**src/rtl/sbu_pkg.sv**
```systemverilog
`timescale 1ns/1ps
package sbu_pkg;
  typedef enum logic [1:0] {
    SBU_RD_FS = 2'b00,
    SBU_RD_GS = 2'b01,
    SBU_WR_FS = 2'b10,
    SBU_WR_GS = 2'b11
  } sbu_op_e;

  localparam logic [1:0] SBU_MODE_LONG64 = 2'b10;

  function automatic logic sbu_is_write(input sbu_op_e op);
    return (op == SBU_WR_FS) || (op == SBU_WR_GS);
  endfunction

  function automatic logic sbu_target(input sbu_op_e op);
    return (op == SBU_RD_GS) || (op == SBU_WR_GS);
  endfunction
endpackage

```
**src/rtl/sbu_access_gate.sv**
```systemverilog
`timescale 1ns/1ps
module sbu_access_gate
  import sbu_pkg::*;
(
  input  logic       req,
  input  logic       en,
  input  logic [1:0] mode,
  output logic       grant,
  output logic       deny
);
  logic allowed;
  always_comb begin
    allowed = en && (mode == SBU_MODE_LONG64);
    grant   = req && allowed;
    deny    = req && !allowed;
  end
endmodule

```
**src/rtl/sbu_width_fmt.sv**
```systemverilog
`timescale 1ns/1ps
module sbu_width_fmt #(
  parameter int XLEN   = 64,
  parameter int NARROW = 32
) (
  input  logic [XLEN-1:0] din,
  input  logic            wide,
  output logic [XLEN-1:0] dout
);
  localparam int HI = XLEN - NARROW;
  always_comb begin
    if (wide) dout = din;
    else      dout = {{HI{1'b0}}, din[NARROW-1:0]};
  end
endmodule

```
**src/rtl/sbu_base_bank.sv**
```systemverilog
`timescale 1ns/1ps
module sbu_base_bank #(
  parameter int XLEN      = 64,
  parameter int NUM_BASES = 2,
  localparam int IDXW     = (NUM_BASES > 1) ? $clog2(NUM_BASES) : 1
) (
  input  logic                      clk,
  input  logic                      rst,
  input  logic                      ins_we,
  input  logic [IDXW-1:0]           ins_idx,
  input  logic [XLEN-1:0]           ins_data,
  input  logic                      ctx_we,
  input  logic [IDXW-1:0]           ctx_idx,
  input  logic [XLEN-1:0]           ctx_data,
  output logic [NUM_BASES*XLEN-1:0] bases_flat
);
  for (genvar g = 0; g < NUM_BASES; g++) begin : g_base
    logic [XLEN-1:0] base_q;
    always_ff @(posedge clk) begin
      if (rst)                                 base_q <= '0;
      else if (ctx_we && ctx_idx == IDXW'(g))  base_q <= ctx_data;
      else if (ins_we && ins_idx == IDXW'(g))  base_q <= ins_data;
    end
    assign bases_flat[g*XLEN +: XLEN] = base_q;
  end
endmodule

```
**src/rtl/seg_base_unit.sv**
```systemverilog
`timescale 1ns/1ps
module seg_base_unit
  import sbu_pkg::*;
#(
  parameter int XLEN   = 64,
  parameter int NARROW = 32
) (
  input  logic            clk,
  input  logic            rst,
  input  logic            op_valid,
  input  logic [1:0]      op_code,
  input  logic            op_wide,
  input  logic [XLEN-1:0] op_src,
  input  logic [1:0]      exec_mode,
  input  logic            cr_we,
  input  logic            cr_en,
  input  logic            ctx_we,
  input  logic            ctx_sel,
  input  logic [XLEN-1:0] ctx_data,
  output logic            rd_valid,
  output logic [XLEN-1:0] rd_data,
  output logic            fault_ud,
  output logic [XLEN-1:0] fs_base,
  output logic [XLEN-1:0] gs_base
);
  localparam int NUM_BASES = 2;

  sbu_op_e                  op;
  logic                     en_q;
  logic                     op_ok, op_ud, op_wr, op_idx;
  logic [XLEN-1:0]          wr_val, cur_base, rd_fmt;
  logic [NUM_BASES*XLEN-1:0] bases_flat;
  logic                     rd_valid_q, fault_q;
  logic [XLEN-1:0]          rd_data_q;

  assign op     = sbu_op_e'(op_code);
  assign op_wr  = sbu_is_write(op);
  assign op_idx = sbu_target(op);

  always_ff @(posedge clk) begin
    if (rst)        en_q <= 1'b0;
    else if (cr_we) en_q <= cr_en;
  end

  sbu_access_gate u_gate (
    .req  (op_valid),
    .en   (en_q),
    .mode (exec_mode),
    .grant(op_ok),
    .deny (op_ud)
  );

  sbu_width_fmt #(.XLEN(XLEN), .NARROW(NARROW)) u_wfmt (
    .din (op_src),
    .wide(op_wide),
    .dout(wr_val)
  );

  sbu_base_bank #(.XLEN(XLEN), .NUM_BASES(NUM_BASES)) u_bank (
    .clk       (clk),
    .rst       (rst),
    .ins_we    (op_ok && op_wr),
    .ins_idx   (op_idx),
    .ins_data  (wr_val),
    .ctx_we    (ctx_we),
    .ctx_idx   (ctx_sel),
    .ctx_data  (ctx_data),
    .bases_flat(bases_flat)
  );

  assign cur_base = op_idx ? bases_flat[XLEN +: XLEN] : bases_flat[0 +: XLEN];

  sbu_width_fmt #(.XLEN(XLEN), .NARROW(NARROW)) u_rfmt (
    .din (cur_base),
    .wide(op_wide),
    .dout(rd_fmt)
  );

  always_ff @(posedge clk) begin
    if (rst) begin
      rd_valid_q <= 1'b0;
      rd_data_q  <= '0;
      fault_q    <= 1'b0;
    end else begin
      rd_valid_q <= op_ok && !op_wr;
      fault_q    <= op_ud;
      if (op_ok && !op_wr) rd_data_q <= rd_fmt;
    end
  end

  assign rd_valid = rd_valid_q;
  assign rd_data  = rd_data_q;
  assign fault_ud = fault_q;
  assign fs_base  = bases_flat[0 +: XLEN];
  assign gs_base  = bases_flat[XLEN +: XLEN];
endmodule

```
**config.mk**
```make
export PLATFORM = sky130hd
export DESIGN_NAME = seg_base_unit
export DESIGN_NICKNAME = d
export VERILOG_FILES = /design/src/rtl/sbu_pkg.sv /design/src/rtl/sbu_access_gate.sv /design/src/rtl/sbu_width_fmt.sv /design/src/rtl/sbu_base_bank.sv /design/src/rtl/seg_base_unit.sv
export SDC_FILE = /design/constraint.sdc
export NUM_CORES = 1
export LEC_CHECK = 0
export BUFFER_PORTS_ARGS = -buffer_cell sky130_fd_sc_hd__buf_2
export CELL_PAD_IN_SITES_DETAIL_PLACEMENT = 0
export CELL_PAD_IN_SITES_GLOBAL_PLACEMENT = 2
export CORE_MARGIN = 8
export CORE_UTILIZATION = 33
export CTS_CLUSTER_SIZE = 25
export DETAILED_ROUTE_END_ITERATION = 6
export PLACE_DENSITY = 0.83
export SLEW_MARGIN = 20
export SYNTH_ARGS = -nofsm -noshare
export SYNTH_HDL_FRONTEND = slang
export SYNTH_HIERARCHICAL = 1
export SYNTH_SLANG_ARGS = --single-unit
export TNS_END_PERCENT = 50
```
**constraint.sdc**
```tcl
create_clock -name clk -period 4.6 [get_ports clk]
set_clock_uncertainty 0.05 [all_clocks]
set_input_delay 0.92 -clock clk [delete_from_list [all_inputs] [get_ports clk]]
set_output_delay 0.92 -clock clk [all_outputs]
set_load 0.02 [all_outputs]
```
Word-level counts from Yosys, hierarchy flattened:

Index checks and enable logic that the tools add are counted.

* register bits: 195
* bits in latches: 0
* memory bits (writable): 0
* memory bits (read-only): 0
* input port bits: 140
* output and inout bits: 194
* logic and storage cells: 34
* memories: 0

* add/subtract/negate cells: 0
* multiply operators: 0
* divide/modulo/power cells: 0
* $lt $le $gt $ge: 0
* eq/ne operators: 4
* shift-type cells: 0
* mux-type cells: 7
* bitwise operators: 2
* reduce and logical (&&, ||, !) cells: 15

Operators by type and width (number)
* $mux 64: 7
* $logic_and 1x1->1: 9
* $eq 2x2->1 const B: 3
* $reduce_bool 2->1: 2
* $eq 2x1->1 const B: 1
* $logic_not 1->1: 2
* $logic_or 1x1->1: 2
* $not 1->1: 2

Longest topological paths before layout:

* depth in word-level cells: 7
* mapped depth: 10
* gate-level depth less buffers: 6

By module:

The synthesis kept the hierarchy.

Modules (own cells, without submodules)
* sbu_base_bank: instances 1, cells an instance 723, area each 6019.5 um^2, seq. area each 2562.5 um^2
* seg_base_unit: instances 1, cells an instance 372, area each 4093.9 um^2, seq. area each 1341.3 um^2
* sbu_width_fmt: instances 2, cells an instance 67, area each 495.5 um^2, seq. area each 0.0 um^2
* sbu_access_gate: instances 1, cells an instance 3, area each 23.8 um^2, seq. area each 0.0 um^2

Worst setup path after synthesis:

OpenSTA, ideal clock, no wires.

* kind: input port to flip-flop
* start: input port exec_mode[1]
* end: register u_bank.g_base[0].base_q[23]
* library setup time: 0.089 ns
* arrival: 2.607 ns
* required time: 4.461 ns
* slack: 1.855 ns
* stages: 10
* buffers on the path: 4
* cells stage by stage: nand2_1 nor3b_2 buf_2 buf_2 and2_1 and2b_1 buf_4 clkbuf_1 nor3_1 a311oi_2

* cells in the longest elaborated chain, start to end: 6

RTL lines
* from (decl): line seg_base_unit.sv:14 `input logic [1:0] exec_mode,`
* $eq 2x2->1: line sbu_access_gate.sv:13 `allowed = en && (mode == SBU_MODE_LONG64);`
* $logic_and 1x1->1: line sbu_access_gate.sv:13
* $logic_and 1x1->1: line sbu_access_gate.sv:14 `grant = req && allowed;`
* via op_ok: line seg_base_unit.sv:30 `logic op_ok, op_ud, op_wr, op_idx;`
* $logic_and 1x1->1: line seg_base_unit.sv:62 `.ins_we (op_ok && op_wr),`
* $logic_and 1x1->1: line sbu_base_bank.sv:22 `else if (ins_we && ins_idx == IDXW'(g)) base_q <= ins_data;`
* $reduce_bool 2->1 (no source line)
* to (signal assigned): line sbu_base_bank.sv:21 `else if (ctx_we && ctx_idx == IDXW'(g)) base_q <= ctx_data;`
* to (signal assigned): line sbu_base_bank.sv:22
* to (decl): line sbu_base_bank.sv:18 `logic [XLEN-1:0] base_q;`

The timed path passes the listed nets, and every way through them passes these cells.
A chain may end at the register's enable or synchronous reset.

Worst setup path in the final report:

* start: input port exec_mode[1]
* end: register u_bank.g_base[1].base_q[37]

* cells in the longest elaborated chain, start to end: 6

RTL lines (line)
* $eq 2x2->1: sbu_access_gate.sv:13
* $logic_and 1x1->1: sbu_access_gate.sv:13
* $logic_and 1x1->1: sbu_access_gate.sv:14
* via op_ok: seg_base_unit.sv:30
* $logic_and 1x1->1: seg_base_unit.sv:62
* $logic_and 1x1->1: sbu_base_bank.sv:22
* $reduce_bool 2->1 (no source line)
* to (signal assigned): sbu_base_bank.sv:21
* to (signal assigned): sbu_base_bank.sv:22
* to (decl): sbu_base_bank.sv:18

The timed path passes the listed nets, and every way through them passes these cells.

==> flow_metrics.py <==
metrics = {
    "synth": {
        "syn_area_per_cell_um2": 9.03,
        "ys_seq_area_share_pct": 35.1,
        "ys_warn_count": 6,
        "yosys.cell_types.count": 32,
        "syn_inst": 1232,
        "syn_nets": 1372,
        "synthArstFlopShare_pct": 0,
        "ys.flop_type": "dfxtp_1",
        "ys_ff_latch": 195,
        "synth_area_um2": 11100,
        "synth_edf_count": 0,
    },
    "drt": {
        "viasPerCell": 5.03,
        "remaining_drc_errors": 0,
        "drt-total-wl_um": 38300,
        "num_vias": 9430,
        "ant_nets": 0,
        "drt-initial-drc-count": 478,
        "drt_first_pass_iters": 5,
        "wl_per_cell_um": 20.4,
    },
    "die": {
        "start_util_pct": 33.4,
        "fp-row-count": 67,
        "io_pins": 334,
        "die_w_um": 200,
        "fp.dieH_um": 200,
        "die-area_um2": 39900,
        "core_area_um2": 33400,
    },
    "sta": {
        "fin_crit_sh_pct": 58.0,
        "final.setup.tns_ps": 0,
        "rsz0062_at_grt": "false",
        "finalHoldViolCount": 0,
        "maxSlewViolCount": 0,
        "fmax_ghz": 0.375,
        "period_needed_ps": 2670,
        "setup_violations": 0,
        "slew_headroom_pct": 31.1,
        "worst_pin_slew_ps": 1030,
    },
    "setup_path": {
        "endpoint_kind": "flop",
        "crit_required_ps": 4900,
        "worst_setup_path_start_kind": "input port",
        "crit_arrival_ps": 2970,
        "r2r_end": "u_bank/g_base[1].base_q[37]$_SDFFE_PP0P_",
        "r2r_start": "en_q$_SDFFE_PP0P_",
        "ff2ff_setup_slack_ps": 2140,
        "critPathKind": "input port to flop",
        "path_max_fanout": 68,
        "reg2reg_depth": 7,
    },
    "pwr": {
        "pwr_density_cell_nw_per_um2": 317,
        "leakage_nw": 5.45,
        "ir_drop_mv": 0.261,
    },
    "worst_hold_path": {
        "min_path_type": "flop to flop",
        "hp-start": "rd_data[16]$_SDFFE_PP0P_",
        "worst_hold_path.num_cells": 2,
        "worstHoldEndpoint": "rd_data[16]$_SDFFE_PP0P_",
    },
    "clocking": {
        "cts_tree": "built",
        "ctsHoldBuffers": 0,
        "htreeDepth": 4,
        "clkSlewWorstSetupHoldPaths_ps": 70,
        "cts_resized": 0,
        "cts_buffer_depth": 2,
        "cts_buffers": 17,
        "root_buffer": "clkbuf_16",
        "cts_setup_buffers": 0,
        "cts_sinks": 195,
        "clkLatencyLatePin_ps": 450,
    },
    "grt": {
        "grt_first_pass_wirelength_um": 57200,
        "antenna_found_initial": 2,
        "grt_max_degree": 125,
        "grt_pass1_vias": 9404,
        "grt.total_usage_pct": 18.5,
        "grt_overflow_total": 0,
    },
    "layout": {
        "final_common_cell": "buf_2",
        "layout_common_cells": "331 x buf_2, 252 x nand2_1, 195 x dfxtp_1",
        "drive_gt1_share_pct": 40.7,
        "fin_util_pct": 38.9,
        "final_nets": 1553,
        "area_growth_pct": 16.7,
    },
    "status": {
        "status": "finished clean",
    },
    "placed_design": {
        "port_buffers": 333,
        "dp.final_hpwl_um": 25700,
        "place.gp.congestion": 0.761,
    },
    "flow_run": {
        "cap_violations": 0,
    },
}
## worst max-delay path by stage
stage,from,end,slack [ps],cells after the start
6_report,exec_mode[1],u_bank/g_base[1].base_q[37]$_SDFFE_PP0P_,1930,8
5_1_grt,exec_mode[1],u_bank/g_base[1].base_q[32]$_SDFFE_PP0P_,1790,8
4_1_cts,exec_mode[1],u_bank/g_base[1].base_q[52]$_SDFFE_PP0P_,1950,8
3_5_place_dp,exec_mode[1],u_bank/g_base[1].base_q[52]$_SDFFE_PP0P_,1470,8
3_3_place_gp,exec_mode[1],u_bank/g_base[0].base_q[51]$_SDFFE_PP0P_,1540,8
2_1_floorplan,exec_mode[1],u_bank/g_base[0].base_q[23]$_SDFFE_PP0P_,1850,10
## final cells by class
class,count,area (um2)
tap,448,561
timing repair buffer,352,1900
sequential,195,3900
fill,3535,20400
clock inverter,15,151
antenna,2,5.00
clock buffer,17,425
multi-input combinational,847,6040
## synthesized netlist by cell type, types with 3 or more instances
master / number / area share (%)
o21ai_0: 7 / 0.31
nand4bb_1: 64 / 6.5
buf_6: 12 / 1.2
nor2_1: 67 / 2.3
buf_12: 6 / 1.1
clkbuf_1: 54 / 1.8
dfxtp_1: 195 / 35
o21ai_1: 57 / 2.6
nor3_1: 62 / 2.8
a311oi_2: 60 / 8.1
mux2_2: 4 / 0.40
a311oi_1: 66 / 5.2
and2_2: 64 / 4.3
clkbuf_2: 8 / 0.36
mux2_4: 60 / 8.1
mux2i_1: 3 / 0.27
nand2b_1: 65 / 3.7
nor2b_1: 3 / 0.17
nand2_1: 253 / 8.5
buf_2: 40 / 1.8
buf_4: 68 / 4.6
## sequential cells by signal (all words and copies together), names as in the netlist
| name | count |
|---|---|
| rd_data | 64 |
| rd_valid | 1 |
| fault_ud | 1 |
| en_q | 1 |
| u_bank/g_base.base_q | 128 |
## power by group
| part | total, W | internal, W | switching (W) |
|---|---|---|---|
| logic | 0.000776 | 0.000324 | 0.000452 |
| registers | 0.00183 | 0.00177 | 0.0000651 |
| clock network | 0.00151 | 0.000763 | 0.000743 |
| total | 0.00411 | 0.00285 | 0.00126 |
## through the flow
stage | area, um2 | total power, W | setup WS (ps) | std cells | hold slack [ps]
after detailed placement | 12400 | 0.00266 | 1470 | 1842 | 402
final | 13000 | 0.00411 | 1930 | 1876 | 414
after CTS | 13000 | 0.00417 | 1950 | 1874 | 417
after global routing | 13000 | 0.00431 | 1790 | 1876 | 433
after global placement | 12400 | 0.00265 | 1540 | 1842 | 399
after floorplan | 11100 | 0.00245 | 1850 | 1232 | 411
## critical path: stages
cell and delay, ps:
buf_2 80, nand2_1 80, nor3b_4 220, and2_1 310
a22o_4 600, buf_12 340, nor2_1 70, a311oi_1 260
## per-layer routing
metal / vias to the layer above / share of wire (%) / global-route usage [%] / wire length, um
met5: - / 0 / 0 / 0
met4: 0 / 2.2 / 6.87 / 842
met3: 41 / 5.7 / 4.09 / 2180
met2: 262 / 47 / 29.7 / 18000
met1: 4506 / 45 / 24.0 / 17300
li1: 4621 / - / - / -
## cells by family after synthesis
kind of cell,share of synthesized area [%]
DFF,35.1
buffers and inverters,11.0
muxes,8.77
and+or+nand+nor,28.7
AOI/OAI and AO/OA,16.4
Power figures use the tool's default switching activity.
